### config.mk
export PLATFORM = sky130hd
export DESIGN_NAME = epp_wr_ctrl
export DESIGN_NICKNAME = d
export VERILOG_FILES = /design/src/rtl/epp_pkg.sv /design/src/rtl/epp_sync.sv /design/src/rtl/epp_wdog.sv /design/src/rtl/epp_cycle_fsm.sv /design/src/rtl/epp_status.sv /design/src/rtl/epp_wr_ctrl.sv
export SDC_FILE = /design/constraint.sdc
export NUM_CORES = 1
export LEC_CHECK = 0
export BUFFER_PORTS_ARGS = -buffer_cell sky130_fd_sc_hd__buf_2
export CAP_MARGIN = 20
export CELL_PAD_IN_SITES_DETAIL_PLACEMENT = 0
export CELL_PAD_IN_SITES_GLOBAL_PLACEMENT = 1
export CORE_ASPECT_RATIO = 0.7
export CORE_UTILIZATION = 41
export DETAILED_ROUTE_END_ITERATION = 10
export GPL_TIMING_DRIVEN = 0
export PLACE_DENSITY = 0.82
export SLEW_MARGIN = 20
export SYNTH_ARGS = -nofsm -noshare
export SYNTH_HDL_FRONTEND = slang
export SYNTH_HIERARCHICAL = 1
export SYNTH_SLANG_ARGS = --single-unit
export TNS_END_PERCENT = 5
### constraint.sdc
create_clock -name clk_i -period 1.7 [get_ports clk_i]
set_clock_uncertainty 0.05 [all_clocks]
set_input_delay 0.085 -clock clk_i [delete_from_list [all_inputs] [get_ports clk_i]]
set_output_delay 0.085 -clock clk_i [all_outputs]
set_load 0.05 [all_outputs]
### src/rtl/epp_pkg.sv
package epp_pkg;

  typedef enum logic {
    CYC_DATA = 1'b0,
    CYC_ADDR = 1'b1
  } cyc_kind_e;

  typedef enum logic {
    ST_IDLE = 1'b0,
    ST_BUSY = 1'b1
  } cyc_state_e;

  // watchdog terminal count in clock cycles, at least 2
  function automatic int unsigned wdog_term(longint unsigned hz, longint unsigned ns);
    longint unsigned t;
    t = (hz * ns) / 64'd1_000_000_000;
    if (t < 64'd2) t = 64'd2;
    return int'(t);
  endfunction

endpackage

### src/rtl/epp_sync.sv
module epp_sync #(
  parameter int unsigned STAGES  = 2,
  parameter logic        RST_VAL = 1'b0
) (
  input  logic clk_i,
  input  logic rst_ni,
  input  logic d_i,
  output logic q_o
);
  logic [STAGES-1:0] sr_q;

  always_ff @(posedge clk_i or negedge rst_ni) begin
    if (!rst_ni) sr_q <= {STAGES{RST_VAL}};
    else         sr_q <= {sr_q[STAGES-2:0], d_i};
  end

  assign q_o = sr_q[STAGES-1];
endmodule

### src/rtl/epp_wdog.sv
module epp_wdog #(
  parameter int unsigned TERM = 1000
) (
  input  logic clk_i,
  input  logic rst_ni,
  input  logic start_i,
  input  logic run_i,
  output logic expire_o
);
  localparam int unsigned CW = $clog2(TERM + 1);
  localparam logic [CW-1:0] LAST = CW'(TERM - 1);

  logic [CW-1:0] cnt_q;

  always_ff @(posedge clk_i or negedge rst_ni) begin
    if (!rst_ni)                     cnt_q <= '0;
    else if (start_i)                cnt_q <= '0;
    else if (run_i && cnt_q != LAST) cnt_q <= cnt_q + 1'b1;
  end

  assign expire_o = run_i && (cnt_q == LAST);
endmodule

### src/rtl/epp_cycle_fsm.sv
module epp_cycle_fsm
  import epp_pkg::*;
#(
  parameter int unsigned DW = 8
) (
  input  logic          clk_i,
  input  logic          rst_ni,
  input  logic          start_i,
  input  cyc_kind_e     kind_i,
  input  logic [DW-1:0] data_i,
  input  logic          ack_i,
  input  logic          expire_i,
  output logic          busy_o,
  output logic          astb_no,
  output logic          dstb_no,
  output logic [DW-1:0] pd_o,
  output logic          done_o,
  output logic          to_evt_o
);
  cyc_state_e    st_q;
  logic          end_c;

  assign busy_o   = (st_q == ST_BUSY);
  assign end_c    = busy_o && (ack_i || expire_i);
  assign to_evt_o = busy_o && expire_i && !ack_i;  // acknowledge wins a tie

  always_ff @(posedge clk_i or negedge rst_ni) begin
    if (!rst_ni) begin
      st_q    <= ST_IDLE;
      astb_no <= 1'b1;
      dstb_no <= 1'b1;
      pd_o    <= '0;
      done_o  <= 1'b0;
    end else begin
      done_o <= end_c;
      if (start_i && !busy_o) begin
        st_q    <= ST_BUSY;
        pd_o    <= data_i;
        astb_no <= !(kind_i == CYC_ADDR);
        dstb_no <= !(kind_i == CYC_DATA);
      end else if (end_c) begin
        st_q    <= ST_IDLE;
        astb_no <= 1'b1;
        dstb_no <= 1'b1;
      end
    end
  end
endmodule

### src/rtl/epp_status.sv
module epp_status (
  input  logic clk_i,
  input  logic rst_ni,
  input  logic set_i,
  input  logic clr_i,
  output logic flag_o
);
  always_ff @(posedge clk_i or negedge rst_ni) begin
    if (!rst_ni)    flag_o <= 1'b0;
    else if (set_i) flag_o <= 1'b1;   // new timeout beats clear
    else if (clr_i) flag_o <= 1'b0;
  end
endmodule

### src/rtl/epp_wr_ctrl.sv
module epp_wr_ctrl
  import epp_pkg::*;
#(
  parameter longint unsigned CLK_HZ     = 100_000_000,
  parameter longint unsigned TIMEOUT_NS = 10_000,
  parameter int unsigned     SYNC_STG   = 2,
  parameter int unsigned     DW         = 8
) (
  input  logic          clk_i,
  input  logic          rst_ni,
  input  logic          wr_stb_ni,
  input  logic          wr_addr_i,
  input  logic [DW-1:0] wr_data_i,
  input  logic          stat_we_i,
  input  logic          stat_wbit0_i,
  input  logic          nwait_i,
  output logic          astb_no,
  output logic          dstb_no,
  output logic [DW-1:0] pd_o,
  output logic          host_wait_o,
  output logic          done_o,
  output logic          timeout_o
);
  localparam int unsigned TERM = wdog_term(CLK_HZ, TIMEOUT_NS);

  logic stb_q, stb_fall;
  logic nw_s, nw_d, nw_rise;
  logic busy, expire, to_evt;
  cyc_kind_e kind;

  always_ff @(posedge clk_i or negedge rst_ni) begin
    if (!rst_ni) begin
      stb_q <= 1'b1;
      nw_d  <= 1'b0;
    end else begin
      stb_q <= wr_stb_ni;
      nw_d  <= nw_s;
    end
  end

  assign stb_fall = stb_q && !wr_stb_ni;
  assign nw_rise  = nw_s && !nw_d;
  assign kind     = wr_addr_i ? CYC_ADDR : CYC_DATA;

  epp_sync #(.STAGES(SYNC_STG), .RST_VAL(1'b0)) u_nw_sync (
    .clk_i (clk_i),
    .rst_ni(rst_ni),
    .d_i   (nwait_i),
    .q_o   (nw_s)
  );

  epp_wdog #(.TERM(TERM)) u_wdog (
    .clk_i   (clk_i),
    .rst_ni  (rst_ni),
    .start_i (stb_fall && !busy),
    .run_i   (busy),
    .expire_o(expire)
  );

  epp_cycle_fsm #(.DW(DW)) u_fsm (
    .clk_i   (clk_i),
    .rst_ni  (rst_ni),
    .start_i (stb_fall),
    .kind_i  (kind),
    .data_i  (wr_data_i),
    .ack_i   (nw_rise),
    .expire_i(expire),
    .busy_o  (busy),
    .astb_no (astb_no),
    .dstb_no (dstb_no),
    .pd_o    (pd_o),
    .done_o  (done_o),
    .to_evt_o(to_evt)
  );

  epp_status u_stat (
    .clk_i (clk_i),
    .rst_ni(rst_ni),
    .set_i (to_evt),
    .clr_i (stat_we_i && stat_wbit0_i),
    .flag_o(timeout_o)
  );

  assign host_wait_o = busy;
endmodule

==> results of run 1 <==
[power breakdown]
group | internal [uW] | switching [uW]
Sequential | 783 | 118
Combinational | 248 | 440
Clock | 164 | 187
Total | 1190 | 745
[path summary, 6_finish.rpt]
kind,to,slack (ns),from
max,u_wdog/cnt_q[9]$_DFFE_PN0P_,0.05,u_wdog/cnt_q[0]$_DFFE_PN0P_
max reg2reg,u_wdog/cnt_q[9]$_DFFE_PN0P_,0.05,u_wdog/cnt_q[0]$_DFFE_PN0P_
max in group asynchronous,u_fsm/busy_o$_DFFE_PN0P_,0.89,rst_ni
min in group asynchronous,u_fsm/pd_o[0]$_DFFE_PN0P_,0.29,rst_ni
min,u_fsm/astb_no$_DFFE_PN1P_,0.02,wr_addr_i
min reg2reg,u_nw_sync/sr_q[1]$_DFF_PN0_,0.31,u_nw_sync/sr_q[0]$_DFF_PN0_
[cell usage in the layout, fill, tap and decap left out, types with 4 or more instances in the layout]
master	n
a21oi_1	4
mux2_4	8
xor2_1	4
dfrtp_1	22
nand2_1	4
nand4_1	4
buf_2	27
nor2_1	9
dlygate4sd3_1	11
[layout make-up]
cell class	instances	area, um^2	share of cell area [%]
clock inverter	1	5.00	0.312
inverter	2	7.51	0.469
clock buffer	3	41.3	2.58
tap	36	45.0	2.81
multi-input combinational	68	553	34.5
timing repair buffer	39	253	15.8
sequential	27	682	42.6
buffer	2	15.0	0.937
[metrics by stage]
step                      power (uW)  instance area (um^2)
after floorplan                 1390                  1210
after global placement          1540                  1390
after detailed placement        1560                  1390
after CTS                       1940                  1560
after global routing            2060                  1600
final                           1940                  1600
[timing repair]
action	CTS	global route
setup endpoints to repair	4	9
endpoints found under the hold margin	34	0
hold buffers	11	0
gates resized for setup	1	8
buffers inserted	0	1
pin swaps	0	1
[cells by family (layout without fill, tap and decap cells)]
kind of cell               count (synthesis)  in the layout
AOI/OAI and AO/OA                         12             12
xor gates and xnor gates                   5              5
adders and majority gates                  1              1
buffers and inverters                      4             47
DFF                                       27             27
muxes                                     10             10
and+or+nand+nor                           40             40
[worst min-delay path, cell delays in order]
cell and delay (ns):
buf_2 0.09, or2b_1 0.09, a31oi_1 0.07
[per-layer routing]
metal,vias to the layer above,global-route usage (%),part of all wire (%)
met5,-,0,0
met4,0,2.55,0
met3,0,4.29,3.8
met2,20,26.3,51
met1,445,20.8,45
li1,435,-,-
==> run summary, run 1 <==
Initial antenna violation count = 0
Worst hold path cell count = 3
Final nets = 159
Critical path fanouts, max = 4
Critical Path AT = 1.80 ns
Clock Pin Slew Worst Setup and Hold Paths = 0.09 ns
Post-layout minimum cycle time = 1.65 ns
Slowest-stage cell, CP = or4_1
Biggest regs = u_wdog/cnt_q x10, u_fsm/pd_o x8, u_nw_sync/sr_q x2
Worst hold slack = 0.0185 ns
Peak supply drop = 626 uV
Die area = 3180 um^2
Setup violations, final = 0
Top reg by flops = u_wdog/cnt_q
CTS buffer count = 3
Via count = 900
Ys async rst share = 100%
Overflow left after global routing = 0
Post-synthesis mux area share = 11.6%
CTS Sinks = 27
Max_slew headroom = 61.2%
Final HPWL DP = 1.58 mm
Worst Setup End Kind = flop
Die height = 47.5 um
Worst-Skew Late Latency = 0.27 ns
Initial Util = 43.3%
Post-Synth Adder-Cell Area = 1.03%
Setup WS pre-CTS = -0.0737 ns
XOR/XNOR Fraction of Synth Area = 3.61%
Most frequent cell after synthesis = dfrtp_1
Ratio of cells with drive above 1 in the final layout = 38.7%
Final Worst Setup Slack = 0.0492 ns
Syn nets = 115
Reg2Reg Depth = 5
Clock Tree Buf Depth = 2
Vias in the first global route = 810
Post-route insts no fill = 178
Post-synth EDFFs = 0
CP Data Required Time = 1.85 ns
Area added between synthesis and finish = 32.1%
Fillcell total = 237
Top Family by Delay on Critical Path = simple AND/OR/NAND/NOR gates
Drt first pass iters = 4
Worst Path Buf+Inv = 0
CTS tree = yes
Avg Inst Size Synth = 12.2 um^2
Fin. max-slew vios = 0
Hold crit path type = in -> reg
Leakage = 0.000739 uW
Critical path depth in cells = 5
Synth Instances = 99
Outcome = finished, final reports clean
Global placement routability congestion = 0.758
Critical Path Max Stage Delay = 0.53 ns
Crit path kind = reg -> reg
Row Count = 16
Drt wl/cell = 13.2 um
Max reg flops = 10
First-pass GRT wire length = 3.62 mm
TNS Setup = 0 ns
Final Cycle Share = 97.1%
Crit start category = flop
I/O pin count = 28
Vias/cell = 5.06
Die width = 67.0 um
Simple-gate share of the synthesized area = 19.1%
Sequential area share after synthesis = 56.0%
Final wirelength = 2.35 mm
Syn Std Cell Area = 1210 um^2
Initial drt markers = 27
Pwr per Cell Area = 1210 nW/um^2
Max-Cap Viols = 0
Fmax = 606 MHz
#FFs+latches synth = 27
Yosys warning total = 6
Crit path cell chain = ha_1 > nand2_2 > nor4_4 > or4_1 > a21oi_2
Synth top cells by count = dfrtp_1, nor2_1, mux2_4
Worst slew pin tran = 0.582 ns
Core ar. = 2800 um^2
Largest family of logic cells by synthesized area = simple AND/OR/NAND/NOR gates
Post-synth top flop = dfrtp_1
Antenna cells = 0
Clock Tree Root = clkbuf_8
Total GRT Usage = 15.5%
Endpoints failing hold = 0
Top post-synthesis cells by area = dfrtp_1, mux2_4, dfstp_2, xor2_1, nor2_1
Synth unique cells = 33
Synth area leader = dfrtp_1
DRC errors left = 0
Yosys top cell area share = 49.5%
I/O Buffers = 27
Unrepaired setup endpoints after global routing = false
Largest net degree at the start of global routing = 28
Final ANT Viol Nets = 0
H-tree Lvls = 1
Fin util = 57.1%
Post-synthesis compound-gate area fraction = 6.81%
Placed cells = 162
Note: power is estimated with default switching activity, not from simulation.
==> run 2, diff against run 1 <==
CORE_UTILIZATION = 37   (was 41)
PLACE_DENSITY = 0.78   (was 0.82)
clock period = 1.5 ns   (was 1.7 ns; I/O delays follow)
==> run summary, run 2 (synthesis gave the netlist of run 1 again) <==
Critical path fanouts, max = 5
Switching power = 881 uW
Final HPWL DP = 1.51 mm
Initial drt markers = 51
Clock Pin Slew Worst Setup and Hold Paths = 0.09 ns
Max-Cap Viols = 0
Max_slew headroom = 61.4%
DRC errors left = 0
Drt first pass iters = 4
GR met2 Demand/Resource = 26.0%
Die area = 3510 um^2
Die height = 49.9 um
Max reg flops = 10
Unrepaired setup endpoints after global routing = true
Setup WS pre-CTS = -0.155 ns
Global placement routability congestion = 0.843
Ratio of cells with drive above 1 in the final layout = 44.0%
Total GRT Usage = 15.7%
Leakage = 0.000788 uW
H-tree Lvls = 1
Peak supply drop = 664 uV
Grt met1 use = 19.2%
Worst-Skew Late Latency = 0.27 ns
Final nets = 167
TNS Setup = -0.143 ns
Fin. max-slew vios = 0
Largest net degree at the start of global routing = 28
Initial Util = 41.2%
Core ar. = 2940 um^2
Outcome = finished, violations left
Via count = 935
Final Worst Setup Slack = -0.0273 ns
I/O Buffers = 27
CP Data Required Time = 1.62 ns
Setup violations, final = 12
Area added between synthesis and finish = 39.7%
Failing checks = setup timing
Post-layout minimum cycle time = 1.53 ns
Seq pwr share = 43.6%
Top reg by flops = u_wdog/cnt_q
Vias/cell = 5.03
Fin util = 57.6%
Initial antenna violation count = 0
Crit path kind = reg -> reg
Overflow left after global routing = 0
First-pass GRT wire length = 4.24 mm
Endpoints failing hold = 0
Worst slew pin tran = 0.580 ns
Pwr per Cell Area = 1370 nW/um^2
Worst Setup End Kind = flop
Clock Tree Root = clkbuf_8
Combinational Power Share = 39.1%
Final wirelength = 2.39 mm
Critical Path AT = 1.65 ns
Met3 Use GR = 3.89%
Final ANT Viol Nets = 0
Row Count = 16
Antenna cells = 0
Most Crowded Layer GR = met2
Sw frac = 37.8%
Crit start category = flop
CTS buffer count = 3
Drt wl/cell = 12.8 um
Hold crit path type = in -> reg
Vias in the first global route = 909
Die width = 70.4 um
Final Cycle Share = 102%
Fmax = 655 MHz
Int Power = 1450 uW
CTS Sinks = 27
Biggest regs = u_wdog/cnt_q x10, u_fsm/pd_o x8, u_nw_sync/sr_q x2
CTS tree = yes
I/O pin count = 28
Clock Tree Buf Depth = 2
Most frequent cells in the layout = buf_2, dfrtp_1, dlygate4sd3_1
Clock power share = 17.3%
Commonest non-fill, non-tap cell in the layout = buf_2
run 2: cell types whose count changed in the layout (fill, tap and decap cells not counted), moves of 2 or more:
cell | previous run | this run
nor2_1 | 9 | 6
nor2_2 | 0 | 2
nor2b_4 | 0 | 2
nor2b_2 | 2 | 0
buf_4 | 1 | 9
run 2: stage by stage:
| stage | hold WS (ns) | power (uW) | std cells | instance area, um^2 |
|---|---|---|---|---|
| floorplan | -0.271 | 1580 | 99 | 1220 |
| global placement | 0.0569 | 1750 | 162 | 1400 |
| detailed placement | 0.0626 | 1770 | 162 | 1400 |
| CTS | 0.00219 | 2330 | 186 | 1680 |
| global route | 0.0559 | 2470 | 186 | 1690 |
| finish | 0.0111 | 2330 | 186 | 1690 |
run 2: cell type report:
cell class | count | area [um^2]
repair buffers | 47 | 313
well taps | 36 | 45.0
flip-flops and latches | 27 | 686
multi-input cells | 68 | 579
clock buffers | 4 | 45.0
inverters | 2 | 7.51
fillers | 233 | 1250
plain buffers | 2 | 18.8
run 2: path summary, 6_finish.rpt:
check	start	endpoint	slack, ns	cells past startpoint
worst max-delay path	u_wdog/cnt_q[7]$_DFFE_PN0P_	u_fsm/busy_o$_DFFE_PN0P_	-0.03	5
worst min-delay path	wr_addr_i	u_fsm/astb_no$_DFFE_PN1P_	0.01	3
worst max register to register	u_wdog/cnt_q[7]$_DFFE_PN0P_	u_fsm/busy_o$_DFFE_PN0P_	-0.03	5
worst min register to register	u_nw_sync/sr_q[0]$_DFF_PN0_	u_nw_sync/sr_q[1]$_DFF_PN0_	0.31	0
max in group asynchronous	rst_ni	u_fsm/busy_o$_DFFE_PN0P_	0.69	2
min in group asynchronous	rst_ni	u_wdog/cnt_q[7]$_DFFE_PN0P_	0.28	2
run 2: per-layer routing:
layer / wire [um] / up-vias
li1: - / 453
met1: 1110 / 455
met2: 1140 / 22
met3: 94 / 5
met4: 42 / 0
met5: 0 / -
run 2: critical path: stages, from the launching register on:
cell and delay [ns]:
dfrtp_1 0.44, nand4_1 0.16, nor4_4 0.35, and2_4 0.23, nor2_4 0.04, a21o_1 0.16
run 2: power by group through the flow:
stage	Combinational (uW)	Sequential, uW	Clock (uW)
2_1_floorplan	258	1330	0
3_3_place_gp	731	1020	0
3_5_place_dp	744	1030	0
4_1_cts	899	1010	423
5_1_grt	976	1040	453
6_report	909	1010	404
run 2: what timing repair did:
action                                  in CTS  in global routing
pin swaps                                   11                  6
gates resized for setup                     13                  4
endpoints found under the setup margin      16                 19
hold buffers                                11                  0
hold endpoints to repair                    34                  0
buffers inserted                             9                  0
==> run 3, diff against run 2 <==
--- a/config.mk
+++ b/config.mk
@@ -16,3 +16,3 @@
 export PLACE_DENSITY = 0.78
-export SLEW_MARGIN = 20
+export SLEW_MARGIN = 10
 export SYNTH_ARGS = -nofsm -noshare
==> constraint.sdc (replaced) <==
create_clock -name clk_i -period 1.5 [get_ports clk_i]
set_clock_uncertainty 0.05 [all_clocks]
set_input_delay 0.15 -clock clk_i [delete_from_list [all_inputs] [get_ports clk_i]]
set_output_delay 0.15 -clock clk_i [all_outputs]
set_load 0.05 [all_outputs]
==> run summary, run 3 (synthesis gave the netlist of run 1 again) <==
Global placement routability congestion = 0.843
H-tree Lvls = 1
Initial Util = 41.2%
Unrepaired setup endpoints after global routing = true
CP Data Required Time = 1.62 ns
Crit path kind = reg -> reg
Final HPWL DP = 1.51 mm
CTS Sinks = 27
Leakage = 0.000755 uW
Multi-input gate area = 579 um^2
Setup violations, final = 5
Ratio of cells with drive above 1 in the final layout = 46.5%
Top sig layer = met4
I/O pin count = 28
Final nets = 159
CTS tree = yes
Crit start category = flop
R2R Path End = u_fsm/busy_o$_DFFE_PN0P_
Max-Cap Viols = 0
Seq pwr share = 43.9%
Fillcell total = 243
Die height = 49.9 um
Final ANT Viol Nets = 0
Final wirelength = 2.31 mm
Clock Pin Slew Worst Setup and Hold Paths = 0.09 ns
Area added between synthesis and finish = 33.1%
Row Count = 16
Core ar. = 2940 um^2
Via count = 911
CTS buffer count = 3
Worst hold path cell count = 2
Commonest non-fill, non-tap cell in the layout = buf_2
R2R setup slack = -0.04 ns
Drt first pass iters = 6
Die width = 70.4 um
Fin. max-slew vios = 0
Worst Setup End Kind = flop
Fmax = 650 MHz
Biggest regs = u_wdog/cnt_q x10, u_fsm/pd_o x8, u_nw_sync/sr_q x2
Vias in the first global route = 863
Vias/cell = 5.12
Most frequent cells in the layout = buf_2, dfrtp_1, buf_4
Top reg by flops = u_wdog/cnt_q
Total GRT Usage = 15.1%
Met3 wire len = 100 um
Critical Path AT = 1.66 ns
Final Cycle Share = 103%
Post-route cell area = 1610 um^2
Post-layout minimum cycle time = 1.54 ns
Overflow left after global routing = 0
Endpoints failing hold = 0
Drt wl/cell = 13.0 um
Register area = 686 um^2
Final Worst Setup Slack = -0.0396 ns
DRC errors left = 0
Hold crit path type = in -> reg
Switching power = 877 uW
Die area = 3510 um^2
Met1 WL = 1.07 mm
Reg2Reg Depth = 5
Initial antenna violation count = 0
Area after DPL = 1400 um^2
Peak supply drop = 659 uV
Met2 WL = 1.07 mm
First-pass GRT wire length = 4.05 mm
I/O Buffers = 27
Outcome = finished, violations left
Int Power = 1430 uW
Largest net degree at the start of global routing = 28
Hold_sp = wr_data_i[5]
Clock Tree Buf Depth = 2
Setup WS pre-CTS = -0.155 ns
Clock Tree Root = clkbuf_8
Worst slew pin tran = 0.582 ns
Clock power share = 17.5%
Initial drt markers = 43
Max reg flops = 10
Worst-Skew Late Latency = 0.27 ns
Crit Reg-Reg Startpoint = u_wdog/cnt_q[7]$_DFFE_PN0P_
Critical path fanouts, max = 5
Hold endpoint = u_fsm/pd_o[5]$_DFFE_PN0P_
Combinational Power Share = 38.6%
Failing checks = setup timing
Pwr per Cell Area = 1430 nW/um^2
Max_slew headroom = 61.2%
Antenna cells = 0
Sw frac = 38.0%
run 3: power groups by stage:
stage	Clock, uW	Sequential (uW)	Combinational, uW
floorplan	0	1330	258
detailed placement	0	1030	744
finish	403	1010	892
global placement	0	1020	731
CTS	423	1010	883
global route	456	1040	959
run 3: cell type report:
| type | count | share of cell area (%) |
|---|---|---|
| inverter | 2 | 0.465 |
| tap | 36 | 2.79 |
| multi-input combinational | 68 | 35.9 |
| timing repair buffer | 39 | 14.4 |
| buffer | 2 | 1.16 |
| clock buffer | 4 | 2.79 |
| sequential | 27 | 42.5 |
run 3: per-stage QoR:
step / hold slack [ns] / utilization, % / instances / setup TNS [ns] / total power [uW]
3_5_place_dp: 0.138 / 47.7 / 162 / -1.72 / 1770
6_report: 0.0547 / 54.8 / 178 / -0.154 / 2310
5_1_grt: 0.0460 / 54.8 / 178 / -1.52 / 2450
3_3_place_gp: 0.132 / 47.7 / 162 / -1.35 / 1750
2_1_floorplan: -0.196 / - / 99 / -0.0341 / 1580
4_1_cts: 0.0464 / 54.4 / 178 / -0.0654 / 2320
run 3: worst max-delay path by stage:
| stage | startpoint | end | slack (ns) | cells after the start |
|---|---|---|---|---|
| 2_1_floorplan | u_fsm/busy_o$_DFFE_PN0P_ | u_wdog/cnt_q[9]$_DFFE_PN0P_ | -0.03 | 3 |
| 5_1_grt | u_wdog/cnt_q[5]$_DFFE_PN0P_ | u_stat/flag_o$_DFFE_PN0P_ | -0.21 | 6 |
| 3_3_place_gp | u_wdog/cnt_q[3]$_DFFE_PN0P_ | u_fsm/busy_o$_DFFE_PN0P_ | -0.13 | 5 |
| 3_5_place_dp | u_wdog/cnt_q[3]$_DFFE_PN0P_ | u_fsm/busy_o$_DFFE_PN0P_ | -0.16 | 5 |
| 4_1_cts | u_wdog/cnt_q[1]$_DFFE_PN0P_ | u_fsm/busy_o$_DFFE_PN0P_ | -0.02 | 6 |
| 6_report | u_wdog/cnt_q[7]$_DFFE_PN0P_ | u_fsm/busy_o$_DFFE_PN0P_ | -0.04 | 5 |
run 3: repair_timing:
| action | 4_1_cts | 5_1_grt |
|---|---|---|
| hold buffers | 3 | 0 |
| pin swaps | 11 | 7 |
| setup buffers | 9 | 0 |
| setup endpoints to repair | 16 | 19 |
| resized for setup | 13 | 4 |
| hold endpoints to repair | 26 | 0 |
run 3: critical path: stages, from the launching register on:
cell,delay [ns]
dfrtp_1,0.44
nand4_1,0.16
nor4_4,0.36
and2_4,0.24
nor2_4,0.04
a21o_1,0.16
run 3: routing by layer:
| layer | up-vias | global-route usage, % |
|---|---|---|
| li1 | 438 | - |
| met1 | 442 | 19.0 |
| met2 | 24 | 23.2 |
| met3 | 7 | 4.29 |
| met4 | 0 | 8.67 |
| met5 | - | 0 |
